[config.mk]
export PLATFORM = sky130hd
export DESIGN_NAME = rxNibbleSerializer
export DESIGN_NICKNAME = d
export VERILOG_FILES = /design/src/rtl/rxSerPkg.sv /design/src/rtl/rxSerNibbles.sv /design/src/rtl/rxSerCtrl.sv /design/src/rtl/rxSerPath.sv /design/src/rtl/rxNibbleSerializer.sv
export SDC_FILE = /design/constraint.sdc
export NUM_CORES = 1
export LEC_CHECK = 0
export ABC_CLOCK_PERIOD_IN_PS = 1700
export BUFFER_PORTS_ARGS = -buffer_cell sky130_fd_sc_hd__buf_4
export CORE_ASPECT_RATIO = 0.75
export CORE_MARGIN = 2
export CORE_UTILIZATION = 33
export DETAILED_ROUTE_END_ITERATION = 12
export PLACE_DENSITY_LB_ADDON = 0.25
export SLEW_MARGIN = 20
export SYNTH_ARGS = -nofsm -noshare
export SYNTH_HDL_FRONTEND = slang
export SYNTH_SLANG_ARGS = --single-unit
[constraint.sdc]
create_clock -name clk -period 1.7 [get_ports clk]
set_input_delay 0.17 -clock clk [delete_from_list [all_inputs] [get_ports clk]]
set_output_delay 0.17 -clock clk [all_outputs]
set_load 0.02 [all_outputs]
[src/rtl/rxSerPkg.sv]
package rxSerPkg;

  // Strobes from control to datapath for the next bus cycle.
  typedef struct packed {
    logic loadWord;   // capture inData into the word holder
    logic emitFirst;  // drive the first half next cycle, sync low
    logic emitSecond; // drive the second half next cycle, sync high
  } serStrobe_t;

endpackage

[src/rtl/rxSerNibbles.sv]
// Splits a word into its high part (full bus width) and its low part,
// which is justified toward the top bus bit with zero padding below.
module rxSerNibbles #(
  parameter int WORD_W = 10,
  parameter int BUS_W  = 6
) (
  input  logic [WORD_W-1:0] word,
  output logic [BUS_W-1:0]  hiPart,
  output logic [BUS_W-1:0]  loPart
);
  localparam int LO_W  = WORD_W - BUS_W;
  localparam int PAD_W = BUS_W - LO_W;

  assign hiPart = word[WORD_W-1:LO_W];

  generate
    if (PAD_W > 0) begin : gPad
      assign loPart = {word[LO_W-1:0], {PAD_W{1'b0}}};
    end else begin : gNoPad
      assign loPart = word[LO_W-1:0];
    end
  endgenerate
endmodule

[src/rtl/rxSerCtrl.sv]
// Phase control: tracks whether a word is held and which half is on the bus.
module rxSerCtrl
  import rxSerPkg::*;
(
  input  logic       clk,
  input  logic       rstN,
  input  logic       inValid,
  output logic       inReady,
  output serStrobe_t strb
);
  logic loaded;     // a word has been accepted since reset
  logic phaseHigh;  // the second half is on the bus now

  assign inReady = !loaded || phaseHigh;

  always_comb begin
    strb = '0;
    if (!loaded) begin
      strb.loadWord  = inValid;
      strb.emitFirst = inValid;
    end else if (!phaseHigh) begin
      strb.emitSecond = 1'b1;
    end else begin
      strb.loadWord  = inValid;
      strb.emitFirst = 1'b1;
    end
  end

  always_ff @(posedge clk) begin
    if (!rstN) begin
      loaded    <= 1'b0;
      phaseHigh <= 1'b0;
    end else if (strb.emitFirst) begin
      loaded    <= 1'b1;
      phaseHigh <= 1'b0;
    end else if (strb.emitSecond) begin
      phaseHigh <= 1'b1;
    end
  end
endmodule

[src/rtl/rxSerPath.sv]
// Datapath: holds the word, latches the order, registers bus and sync.
module rxSerPath
  import rxSerPkg::*;
#(
  parameter int WORD_W = 10,
  parameter int BUS_W  = 6
) (
  input  logic              clk,
  input  logic              rstN,
  input  serStrobe_t        strb,
  input  logic              cfgLsbFirst,
  input  logic [WORD_W-1:0] inData,
  output logic [BUS_W-1:0]  portBus,
  output logic              portSync
);
  logic [WORD_W-1:0] wordReg;
  logic              orderReg;  // order in force for the word on the bus
  logic [WORD_W-1:0] srcWord;
  logic [BUS_W-1:0]  srcHi, srcLo, heldHi, heldLo;
  logic [BUS_W-1:0]  firstNib, secondNib;

  // A newly accepted word bypasses the holder into the first half.
  assign srcWord = strb.loadWord ? inData : wordReg;

  rxSerNibbles #(.WORD_W(WORD_W), .BUS_W(BUS_W)) uSrcSplit (
    .word(srcWord), .hiPart(srcHi), .loPart(srcLo)
  );
  rxSerNibbles #(.WORD_W(WORD_W), .BUS_W(BUS_W)) uHeldSplit (
    .word(wordReg), .hiPart(heldHi), .loPart(heldLo)
  );

  assign firstNib  = cfgLsbFirst ? srcLo : srcHi;
  assign secondNib = orderReg ? heldHi : heldLo;

  always_ff @(posedge clk) begin
    if (!rstN) begin
      wordReg  <= '0;
      orderReg <= 1'b0;
      portBus  <= '0;
      portSync <= 1'b0;
    end else begin
      if (strb.loadWord) wordReg <= inData;
      if (strb.emitFirst) begin
        orderReg <= cfgLsbFirst;
        portBus  <= firstNib;
        portSync <= 1'b0;
      end else if (strb.emitSecond) begin
        portBus  <= secondNib;
        portSync <= 1'b1;
      end
    end
  end
endmodule

[src/rtl/rxNibbleSerializer.sv]
module rxNibbleSerializer
  import rxSerPkg::*;
#(
  parameter int WORD_W = 10,
  parameter int BUS_W  = 6
) (
  input  logic              clk,
  input  logic              rstN,
  input  logic              cfgLsbFirst,
  input  logic              cfgClkInvert,
  input  logic [WORD_W-1:0] inData,
  input  logic              inValid,
  output logic              inReady,
  output logic              portSync,
  output logic [BUS_W-1:0]  portBus,
  output logic              portClk
);
  serStrobe_t strb;

  rxSerCtrl uCtrl (
    .clk(clk), .rstN(rstN), .inValid(inValid), .inReady(inReady), .strb(strb)
  );

  rxSerPath #(.WORD_W(WORD_W), .BUS_W(BUS_W)) uPath (
    .clk(clk), .rstN(rstN), .strb(strb), .cfgLsbFirst(cfgLsbFirst),
    .inData(inData), .portBus(portBus), .portSync(portSync)
  );

  // Default: the rising edge falls mid-cycle; inverted: the falling edge does.
  assign portClk = cfgClkInvert ? clk : ~clk;
endmodule

==> flow_results.xml <==
<?xml version="1.0" encoding="UTF-8"?>
<metrics>
  <group name="pwr">
    <metric name="net_switching_power" unit="mW">0.3849</metric>
    <metric name="internal-power" unit="mW">0.9345</metric>
    <metric name="ir_worst_vdd" unit="mV">0.6663</metric>
    <metric name="p_total" unit="mW">1.319</metric>
    <metric name="power_frac_clock" unit="%">45.6</metric>
    <metric name="p_leak" unit="nW">0.4785</metric>
    <metric name="power.share.combinational" unit="%">16.0</metric>
    <metric name="power.density" unit="nW/µm²">1015</metric>
    <metric name="seqPwrFrac" unit="%">38.4</metric>
    <metric name="switching_share" unit="%">29.17</metric>
  </group>
  <group name="yosys">
    <metric name="synthesis.area" unit="µm²">1061</metric>
    <metric name="synth.ff_latch_count" unit="">19</metric>
    <metric name="postSynthNetCount" unit="">140</metric>
    <metric name="yosys-mux-area-fraction" unit="%">3.774</metric>
    <metric name="netlist_top_cells_count" unit="">sky130_fd_sc_hd__dfxtp_1, sky130_fd_sc_hd__nand2_1, sky130_fd_sc_hd__a32oi_1</metric>
    <metric name="synthAdderAreaFrac" unit="%">0</metric>
    <metric name="postSynthCellCount" unit="">125</metric>
    <metric name="synthesis.yosys.warnings" unit="">0</metric>
    <metric name="synth_sequential_area_ratio" unit="%">35.85</metric>
    <metric name="simple_gate_area_share_of_the_yosys_netlist" unit="%">20.64</metric>
    <metric name="synth_edf_count" unit="">0</metric>
    <metric name="yosys.cell_types.count" unit="">26</metric>
    <metric name="synth_top_area_cell" unit="">sky130_fd_sc_hd__dfxtp_1</metric>
    <metric name="synth_compound_gate_area_share" unit="%">31.13</metric>
    <metric name="synth.most_common_cell" unit="">sky130_fd_sc_hd__dfxtp_1</metric>
    <metric name="yosys-top-cells-area" unit="">sky130_fd_sc_hd__dfxtp_1, sky130_fd_sc_hd__a32oi_1, sky130_fd_sc_hd__a21boi_0, sky130_fd_sc_hd__nand2_1, sky130_fd_sc_hd__nand3_1</metric>
    <metric name="yosys_most_used_dff" unit="">sky130_fd_sc_hd__dfxtp_1</metric>
    <metric name="synthXorXnorAreaFrac" unit="%">0.8255</metric>
    <metric name="synth_async_sr_flop_share" unit="%">0</metric>
    <metric name="synth.top_cell.area_share" unit="%">35.85</metric>
    <metric name="dominant_combinational_cell_family_by_area_after_synthesis" unit="">compound AO/OA/AOI/OAI gates</metric>
    <metric name="syn_avg_cell_area" unit="µm²">8.488</metric>
  </group>
  <group name="critical_path">
    <metric name="crit_path_top_delay_cell" unit="">sky130_fd_sc_hd__dfxtp_1</metric>
    <metric name="ff2ff_setup_slack" unit="ps">190</metric>
    <metric name="worst_setup_path_end_kind" unit="">output pin</metric>
    <metric name="worst_r2r_endpoint" unit="">uPath.portBus[2]</metric>
    <metric name="cp-start-kind" unit="">flip-flop</metric>
    <metric name="setup.worst_path.start" unit="">uCtrl.loaded</metric>
    <metric name="path_class" unit="">flip-flop to output pin</metric>
    <metric name="worstPathArrival" unit="ps">1430</metric>
    <metric name="timing.critical_path.required" unit="ps">1530</metric>
    <metric name="cp-endpoint" unit="">inReady</metric>
    <metric name="worstRegToRegCells" unit="">4</metric>
    <metric name="maximum_net_fanout_on_the_critical_path" unit="">17</metric>
    <metric name="worstReg2RegStart" unit="">uCtrl.loaded</metric>
    <metric name="cp_slowest_stage_delay" unit="ps">480</metric>
    <metric name="cp_cell_sequence" unit="">and2b_1 &gt; inv_4 &gt; buf_4</metric>
  </group>
  <group name="place">
    <metric name="gpl.final_weighted_congestion" unit="">0.7523</metric>
    <metric name="place_area" unit="µm²">1210</metric>
    <metric name="placement.io_buffers" unit="">23</metric>
    <metric name="dp.final_hpwl" unit="mm">1.887</metric>
    <metric name="place_inst" unit="">175</metric>
    <metric name="preCtsSetupSlack" unit="ps">165.7</metric>
  </group>
  <group name="clocking">
    <metric name="cts_post_setup_buffers_inserted" unit="">0</metric>
    <metric name="clkSlewWorstSetupHoldPaths" unit="ps">70</metric>
    <metric name="clock_latency" unit="ps">360</metric>
    <metric name="tritoncts_clock_tree" unit="">built</metric>
    <metric name="cts_resized" unit="">1</metric>
    <metric name="cts-hold-fix-buffers" unit="">0</metric>
  </group>
  <group name="worst_hold_path">
    <metric name="holdCritPathClass" unit="">input port to flip-flop</metric>
  </group>
  <group name="floorplanning">
    <metric name="die_w" unit="µm">69.48</metric>
    <metric name="coreArea" unit="µm²">2999</metric>
    <metric name="num_rows" unit="">17</metric>
    <metric name="boundaryPins" unit="">24</metric>
    <metric name="die_area" unit="µm²">3689</metric>
    <metric name="floorplan.die.height" unit="µm">53.11</metric>
    <metric name="start_util" unit="%">35.38</metric>
  </group>
  <group name="sta">
    <metric name="timing.slew.headroom" unit="%">61.64</metric>
    <metric name="fin_ws" unit="ps">98.34</metric>
    <metric name="setup-violations-final" unit="">0</metric>
    <metric name="fin_hold_ws" unit="ps">94.44</metric>
    <metric name="final.period_utilization" unit="%">94.22</metric>
    <metric name="layout_min_cycle_time" unit="ps">1602</metric>
    <metric name="rsz0062_at_grt" unit="">false</metric>
    <metric name="finalMaxSlewViolations" unit="">0</metric>
    <metric name="maxClockFrequency" unit="MHz">624.4</metric>
    <metric name="number_of_failing_hold_endpoints_at_the_final_stage" unit="">0</metric>
    <metric name="tightest_slew" unit="ps">574.2</metric>
    <metric name="clock_skew" unit="ps">2.318</metric>
    <metric name="fin_tns_setup" unit="ps">0</metric>
  </group>
  <group name="routing">
    <metric name="wirelength_per_cell" unit="µm">14.93</metric>
    <metric name="drt_wl_total" unit="mm">2.717</metric>
    <metric name="post_drt_via_cell_ratio" unit="">5.698</metric>
    <metric name="drtIter0Drc" unit="">124</metric>
    <metric name="drcViolationCount" unit="">0</metric>
    <metric name="drt_pre_antenna_iters" unit="">4</metric>
    <metric name="routed-via-count" unit="">1037</metric>
    <metric name="antenna_violating_nets_post_route" unit="">0</metric>
  </group>
  <group name="final_layout">
    <metric name="num-fill-cells" unit="">296</metric>
    <metric name="fin_util" unit="%">43.35</metric>
    <metric name="multi_input_comb_area" unit="µm²">598.1</metric>
    <metric name="antenna-diode-count" unit="">0</metric>
    <metric name="final_layout_size_suffix_gt1_share" unit="%">23.61</metric>
    <metric name="post-route-cell-area" unit="µm²">1300</metric>
    <metric name="regArea" unit="µm²">381.6</metric>
    <metric name="instances_no_fill" unit="">182</metric>
    <metric name="layout_overhead_on_the_synthesized_area" unit="%">22.52</metric>
    <metric name="design.final.nets" unit="">160</metric>
  </group>
  <group name="global_route">
    <metric name="grt_start_max_net_pins" unit="">23</metric>
    <metric name="number_of_global_route_vias_before_repair" unit="">970</metric>
    <metric name="number_of_antenna_violations_at_the_first_check_in_global_routing" unit="">0</metric>
    <metric name="track_usage" unit="%">15.85</metric>
    <metric name="globalRoute.totalOverflow" unit="">0</metric>
    <metric name="grt_pass1_wl" unit="mm">4.353</metric>
  </group>
  <group name="flow_run">
    <metric name="max_cap_violations" unit="">0</metric>
  </group>
  <group name="run_status">
    <metric name="status" unit="">completed</metric>
  </group>
</metrics>
==> sequential cells by signal (all words and copies together), names as in the netlist <==
name,flops
uPath.orderReg,1
uPath.portBus,6
uPath.wordReg,10
uCtrl.loaded,1
uCtrl.phaseHigh,1
==> power by group through the flow <==
stage / clock, mW / sequential [mW] / combinational (mW)
floorplan: 0.0567 / 0.519 / 0.132
global placement: 0.0944 / 0.515 / 0.205
detailed placement: 0.0944 / 0.516 / 0.210
CTS: 0.620 / 0.505 / 0.212
global route: 0.662 / 0.511 / 0.232
finish: 0.602 / 0.506 / 0.211
==> how the worst min path moves through the flow <==
stage	end	start	slack (ps)	depth (start not counted)
after floorplan	portClk	clk	300	1
after global placement	portClk	clk	350	2
after detailed placement	portClk	clk	350	2
after CTS	uPath.wordReg[5]	inData[5]	90	3
after global routing	uPath.wordReg[7]	inData[7]	80	3
final	uPath.wordReg[5]	inData[5]	90	3
==> layout by cell type (no fill, tap or decap), types with 3 or more instances in the layout <==
master / instances
sky130_fd_sc_hd__a21boi_0: 9
sky130_fd_sc_hd__a21oi_1: 9
sky130_fd_sc_hd__a32oi_1: 12
sky130_fd_sc_hd__buf_4: 24
sky130_fd_sc_hd__clkbuf_8: 6
sky130_fd_sc_hd__dfxtp_1: 18
sky130_fd_sc_hd__mux2i_1: 4
sky130_fd_sc_hd__nand2_1: 16
sky130_fd_sc_hd__nand2b_1: 3
sky130_fd_sc_hd__nand3_1: 11
sky130_fd_sc_hd__nor2_1: 3
sky130_fd_sc_hd__o21ai_0: 7
sky130_fd_sc_hd__o221a_1: 4
==> logic make-up (layout without fill, tap and decap cells) <==
family / Yosys count / in the layout
AO/OA/AOI/OAI: 45 / 45
XOR/XNOR: 1 / 1
buffers and inverters: 13 / 32
flip-flops: 19 / 19
multiplexers: 4 / 4
AND/OR/NAND/NOR: 43 / 43
==> cell type report <==
type	instances	share of cell area (%)
timing repair buffer	23	13.28
multi-input combinational	93	46.01
inverter	1	0.4812
sequential	19	29.36
clock buffer	8	7.218
tap	38	3.657
==> worst max-delay path: cells and delay by family (launching register included) <==
kind,cells,cell delay [ps]
flip-flops,1,480
AND/OR/NAND/NOR,1,280
buffers and inverters,2,300
==> layer usage <==
| layer | routed length, µm | up-vias | GRT usage (%) |
|---|---|---|---|
| met1 | 1158 | 483 | 18.54 |
| li1 | - | 500 | - |
| met2 | 1289 | 49 | 24.36 |
| met5 | 0 | - | 0 |
| met3 | 223 | 5 | 6.286 |
| met4 | 46 | 0 | 10.46 |
Power figures use the tool's default switching activity.
